--- src/rtl/clk_ratio_gen.sv ---
module clk_ratio_gen #(
  parameter int DIV_W    = 4,
  parameter bit HAS_HIGH = 1'b1
) (
  input  logic             clk_in,
  input  logic             rst_n,
  input  logic [DIV_W-1:0] div_val,
  input  logic [DIV_W-1:0] high_val,
  input  logic             high_en,
  output logic             clk_out,
  output logic             period_start
);

  logic [DIV_W-1:0] cnt, cur_n, cur_hl;
  logic             running;

  logic             at_end;
  logic             use_hi;
  logic [DIV_W:0]   div_p1;
  logic [DIV_W:0]   half_len;
  logic [DIV_W-1:0] hl_half, hl_prog, new_hl, cnt_nx;

  assign at_end   = !running || (cnt == cur_n);
  assign use_hi   = HAS_HIGH ? high_en : 1'b0;
  assign div_p1   = {1'b0, div_val} + 1'b1;
  assign half_len = div_p1 >> 1;
  assign hl_half  = half_len[DIV_W-1:0] - 1'b1;
  assign hl_prog  = (high_val > div_val) ? div_val : high_val;
  assign new_hl   = use_hi ? hl_prog : hl_half;
  assign cnt_nx   = cnt + 1'b1;

  always_ff @(posedge clk_in or negedge rst_n) begin
    if (!rst_n) begin
      cnt          <= '0;
      cur_n        <= '0;
      cur_hl       <= '0;
      running      <= 1'b0;
      clk_out      <= 1'b0;
      period_start <= 1'b0;
    end else if (at_end) begin
      cnt <= '0;
      if (div_val == '0) begin
        running      <= 1'b0;
        clk_out      <= 1'b0;
        period_start <= 1'b0;
      end else begin
        running      <= 1'b1;
        cur_n        <= div_val;
        cur_hl       <= new_hl;
        clk_out      <= 1'b1;
        period_start <= 1'b1;
      end
    end else begin
      cnt          <= cnt_nx;
      clk_out      <= (cnt_nx <= cur_hl);
      period_start <= 1'b0;
    end
  end

  AST_GATED_QUIET: assert property (@(posedge clk_in) disable iff (!rst_n)
    !running |-> (!clk_out && !period_start));

  AST_CNT_BOUND: assert property (@(posedge clk_in) disable iff (!rst_n)
    running |-> (cnt <= cur_n));

  AST_STROBE_HIGH: assert property (@(posedge clk_in) disable iff (!rst_n)
    period_start |-> (clk_out && cnt == '0));

  AST_STROBE_SINGLE: assert property (@(posedge clk_in) disable iff (!rst_n)
    period_start |=> !period_start);

  AST_HOLD_SETTINGS: assert property (@(posedge clk_in) disable iff (!rst_n)
    (running && !at_end) |=> ($stable(cur_n) && $stable(cur_hl)));

  AST_TAIL_LOW: assert property (@(posedge clk_in) disable iff (!rst_n)
    (running && cnt == cur_n && cur_hl < cur_n) |-> !clk_out);

  AST_HIGH_LIMIT: assert property (@(posedge clk_in) disable iff (!rst_n)
    running |-> (cur_hl <= cur_n));

endmodule

--- config.mk ---
export PLATFORM = sky130hd
export DESIGN_NAME = clk_ratio_gen
export DESIGN_NICKNAME = d
export VERILOG_FILES = /design/src/rtl/clk_ratio_gen.sv
export SDC_FILE = /design/constraint.sdc
export NUM_CORES = 1
export LEC_CHECK = 0
export BUFFER_PORTS_ARGS = -buffer_cell sky130_fd_sc_hd__buf_2
export CORE_UTILIZATION = 55
export DETAILED_ROUTE_END_ITERATION = 6
export MAX_ROUTING_LAYER = met4
export PLACE_DENSITY_LB_ADDON = 0.08
export SLEW_MARGIN = 30
export SYNTH_ARGS = -nofsm -noshare
export SYNTH_HDL_FRONTEND = slang
export SYNTH_SLANG_ARGS = --single-unit
--- constraint.sdc ---
create_clock -name clk_in -period 3.3 [get_ports clk_in]
set_input_delay 0 -clock clk_in [delete_from_list [all_inputs] [get_ports clk_in]]
set_output_delay 0 -clock clk_in [all_outputs]
set_load 0.02 [all_outputs]
* After elaboration in Yosys (flattened, before gate mapping)
Cells that the tools add are included.
Word-level totals: word-level logic and storage cells 23, input port bits 11, flip-flop bits (word level) 15, output and inout bits 2
Cells by class: equal/unequal tests 1, reduce and logical (&&, ||, !) cells 4, $lt $le $gt $ge 2, mux-type cells 6, $add $sub $neg 3, bitwise gates (word level) 1
Operator list (count):
- two-way mux 4 bit | 3
- adder 4 x 1 -> 5 bit (second input constant) | 1
- adder 4 x 1 -> 4 bit (second input constant) | 1
- == test 4 bit | 1
- greater-than comparator 4 bit | 1
- <= comparator 4 bit | 1
- logical NOT 4 bit | 1
- subtractor 4 x 1 -> 4 bit (second input constant) | 1
- two-way mux 1 bit | 3
- AND reduction 2 bit | 1
- logical NOT 1 bit | 1
- logical OR 1 bit | 1
- NOT 1 bit | 1

* Logic depth before layout (Yosys ltp)
depth after elaboration 3, mapped depth 9, gate-level depth less buffers 9

* Least setup slack after synthesis
No wires, ideal clock.
path type flip-flop to flip-flop, start point register cnt[0], end point register cur_n[2], data required time 3.179 ns, arrival 1.572 ns, path buffers 1, cell stages (with the launch flop) 6, path slack 1.607 ns, clock period less this slack 1.693 ns, cells stage by stage dfrtp_1 xor2_1 o41ai_4 nand2_4 buf_6 a22o_1
On the way: longest elaborated chain between the ends 3
RTL lines:
- from (decl) | RTL line 14 | logic [DIV_W-1:0] cnt, cur_n, cur_hl;
- from (signal assigned) | RTL line 54 | cnt <= cnt_nx;
- == test 4 bit | RTL line 23 | assign at_end = !running || (cnt == cur_n);
- logical OR 1 bit | RTL line 23
- AND reduction 2 bit (no line)
- to (signal assigned) | RTL line 48 | cur_n <= div_val;
- to (decl) | RTL line 14
Every way passes these cells. A chain may end at the register's enable or synchronous reset.

* Worst setup path in the final report
start point register cnt[0], end point register cur_hl[0]
On the way: longest elaborated chain between the ends 3
RTL lines:
- == test 4 bit | RTL line 23
- logical OR 1 bit | RTL line 23
- AND reduction 2 bit (no line)
- to (signal assigned) | RTL line 49 | cur_hl <= new_hl;
- to (decl) | RTL line 14
Every way passes these cells.

==> summary.txt <==
Run status
  • Status: completed

Global routing
  • Gr ovfl total: 0
  • Largest net degree at the start of global routing: 16
  • Vias in the first global route: 751
  • All-Layer GR Usage: 22.97%
  • Initial antenna violation count: 0
  • First-pass GRT wire length: 3180 um

Drt
  • Post-route ant nets: 0
  • TritonRoute pass-1 iters: 4
  • Wire per inst: 12.58 um
  • DRC errors left: 0
  • Routed vias/inst: 5.299
  • Vias: 763
  • DR iter-0 viols: 13
  • Wirelength, routed: 1811 um

Power and ir drop
  • Leak pwr: 0.5765 nW
  • P per Cell Area: 844.3 nW/um^2
  • Max IR drop VDD: 0.0003853 V

Timing
  • Slew margin rel.: 61.64%
  • FMAX: 535.1 MHz
  • RSZ-0062 raised after global routing: no
  • Final setup vio count: 0
  • Final hold vios: 0
  • Tmin final: 1.869 ns
  • Final setup TNS: 0 ns
  • Fin worst setup slack: 1.431 ns
  • Hold Worst Slack: 0.03576 ns
  • Clock Skew: 0.002381 ns
  • Pins over their slew limit: 0
  • Slew @ Worst Pin: 0.5735 ns
  • Final Cycle Share: 56.63%

Clock tree
  • Worst-Skew Late Latency: 0.28 ns
  • TritonCTS clock tree: yes
  • Post-CTS Resized: 0
  • Clk sinks: 15
  • Clock transition at path regs: 0.08 ns
  • CTS root buf: clkbuf_4
  • Number of CTS-inserted buffers: 3
  • H-tree levels: 1
  • Max Root-Sink Buffers: 2

Placed design
  • Dpl cell area: 1080 sq um
  • Port Buffer Count: 12
  • Routability cong.: 0.8778
  • DP HPWL: 1499 um
  • Pre-CTS WS: 1.432 ns
  • Placed Cells: 139

Final layout
  • Layout cell share with drive strength beyond 1: 15.13%
  • Post-route cell area: 1116 sq um
  • Non-Filler Instances: 144
  • Ant diodes: 0
  • Area Overhead vs Synth: 11.22%
  • Final nets: 143

Synth
  • Netlist cell types: 30
  • Syn Inst Count: 104
  • Largest cells by area after synthesis: dfrtp_1 (37%), ha_1 (15%), inv_1 (4.5%)
  • Sequential share of the synthesized area: 37.41%
  • Syn nets: 127
  • Syn Std Cell Area: 1003 sq um
  • YS warnings: 0
  • Top cell type's share of synthesized area: 37.41%
  • Register bit count reported by yosys: 15
  • Area leader, netlist: dfrtp_1
  • Syn Area/Cell: 9.649 sq um

Worst setup path
  • CP Capture Type: register
  • Max FO, Critical Path: 14
  • R2R depth: 4
  • Worst R2R Start: cnt[0]
  • Type of origin of the critical path: register
  • Critical path data required time: 3.48 ns
  • FF-to-FF setup slack: 1.43 ns
  • Worst R2R End: cur_hl[0]
  • Critical path class: reg2reg
  • Worst path arrival time: 2.05 ns

Floorplan
  • Die span in x: 44.72 um
  • Ports: 13
  • Core footprint: 1727 sq um
  • Die Y: 44.72 um
  • Cell Rows: 15
  • Die area: 1999 sq um
  • Initial Util: 58.12%

Hold path
  • Hold path startpoint: high_val[1]
  • Worst hold stages: 3
  • WHS Endpoint: cur_hl[1]
  • Tightest Hold Check Type: in2reg

Flow run
  • Max Cap Violations: 0
[state kept, by name, summed over array words and instances (netlist names)]
signal	flops
running	1
clk_out	1
cur_hl	4
cur_n	4
period_start	1
cnt	4
[per-layer routing]
layer / up-vias / routed length [um] / track usage (%)
met5: - / 0 / -
met1: 349 / 827 / 26.15
met4: 0 / 42 / 10.91
li1: 394 / - / -
met2: 15 / 893 / 39.41
met3: 5 / 48 / 3.600
[through the flow]
stage          util, %  power (mW)
2_1_floorplan        -      0.7456
3_3_place_gp     62.54      0.8284
3_5_place_dp     62.54      0.8444
4_1_cts          64.64      0.9500
5_1_grt          64.64       1.043
6_report         64.64      0.9423
[worst max-delay path, cell delays in order, from the launching register on]
cell     delay (ns)
dfrtp_1        0.44
xor2_1         0.20
o41ai_4        0.62
nand2_4        0.20
o31ai_1        0.31
[kinds of logic (layout without fill, tap and decap cells)]
group | count (synthesis) | in the layout | share of synthesized area [%]
XOR/XNOR | 9 | 9 | 7.855
flip-flops | 15 | 15 | 37.41
AO/OA/AOI/OAI | 28 | 28 | 20.82
buffers and inverters | 14 | 29 | 5.984
AND/OR/NAND/NOR | 26 | 26 | 12.97
adder cells (fa/ha/maj) | 12 | 12 | 14.96
[worst max path at each step]
| stage | from | endpoint | slack, ns | cells after the start |
|---|---|---|---|---|
| 2_1_floorplan | cnt[0] | cur_n[2] | 1.61 | 5 |
| 3_3_place_gp | cnt[0] | cur_hl[1] | 1.52 | 5 |
| 3_5_place_dp | cnt[0] | cur_hl[0] | 1.43 | 4 |
| 4_1_cts | cnt[0] | cur_hl[0] | 1.42 | 4 |
| 5_1_grt | cnt[0] | cur_hl[0] | 1.28 | 4 |
| 6_report | cnt[0] | cur_hl[0] | 1.43 | 4 |
[report_power, final]
part | switching [mW] | internal [mW] | total, mW
logic | 0.273 | 0.234 | 0.507
registers | 0.0603 | 0.272 | 0.333
clock network | 0.0558 | 0.0469 | 0.103
total | 0.389 | 0.553 | 0.942
[cells in the mapped netlist]
cell and number:
a22o_1 2, and2b_1 2, xor2_1 5, nor4_1 1, a41o_1 1, inv_1 12, a21bo_2 1, ha_1 12
a211oi_1 3, a21o_1 1, nand2_1 9, nand4_1 1, xnor2_1 4, o41ai_4 1, o31ai_1 2, nor2_1 5
o21ai_0 3, a21oi_1 6, a311oi_1 2, dfrtp_1 15, nand3_1 4, buf_6 1, nand2_4 1, o21ai_1 3
clkbuf_1 1, o21a_1 1, nor2b_1 2, o22ai_1 1, nand2b_1 1, o211ai_1 1
[placed cells by master (no fill, tap or decap), drive strengths merged]
cell type / n
nand2: 10
o31ai: 2
o21ai: 6
xor2: 5
a211oi: 3
a41o: 1
and2b: 2
o41ai: 1
nand4: 1
nor2: 5
o22ai: 1
clkbuf: 4
a21oi: 6
inv: 12
nand2b: 1
a21o: 1
nor4: 1
a22o: 2
dfrtp: 15
dlygate4sd3: 1
nand3: 4
buf: 12
o21a: 1
a21bo: 1
o211ai: 1
a311oi: 2
xnor2: 4
ha: 12
nor2b: 2
[final cells by class]
cell class / count / area (sq um)
fill: 161 / 610.6
multi-input combinational: 75 / 568.0
sequential: 15 / 375.4
timing repair buffer: 13 / 70.07
inverter: 12 / 45.04
tap: 25 / 31.28
clock buffer: 4 / 26.28
[timing repair]
action | 4_1_cts | 5_1_grt
setup buffers | 0 | 0
hold buffers | 1 | 0
setup endpoints to repair | 0 | 0
hold endpoints to repair | 15 | 0
No activity file was read; power rests on OpenSTA's default activity.
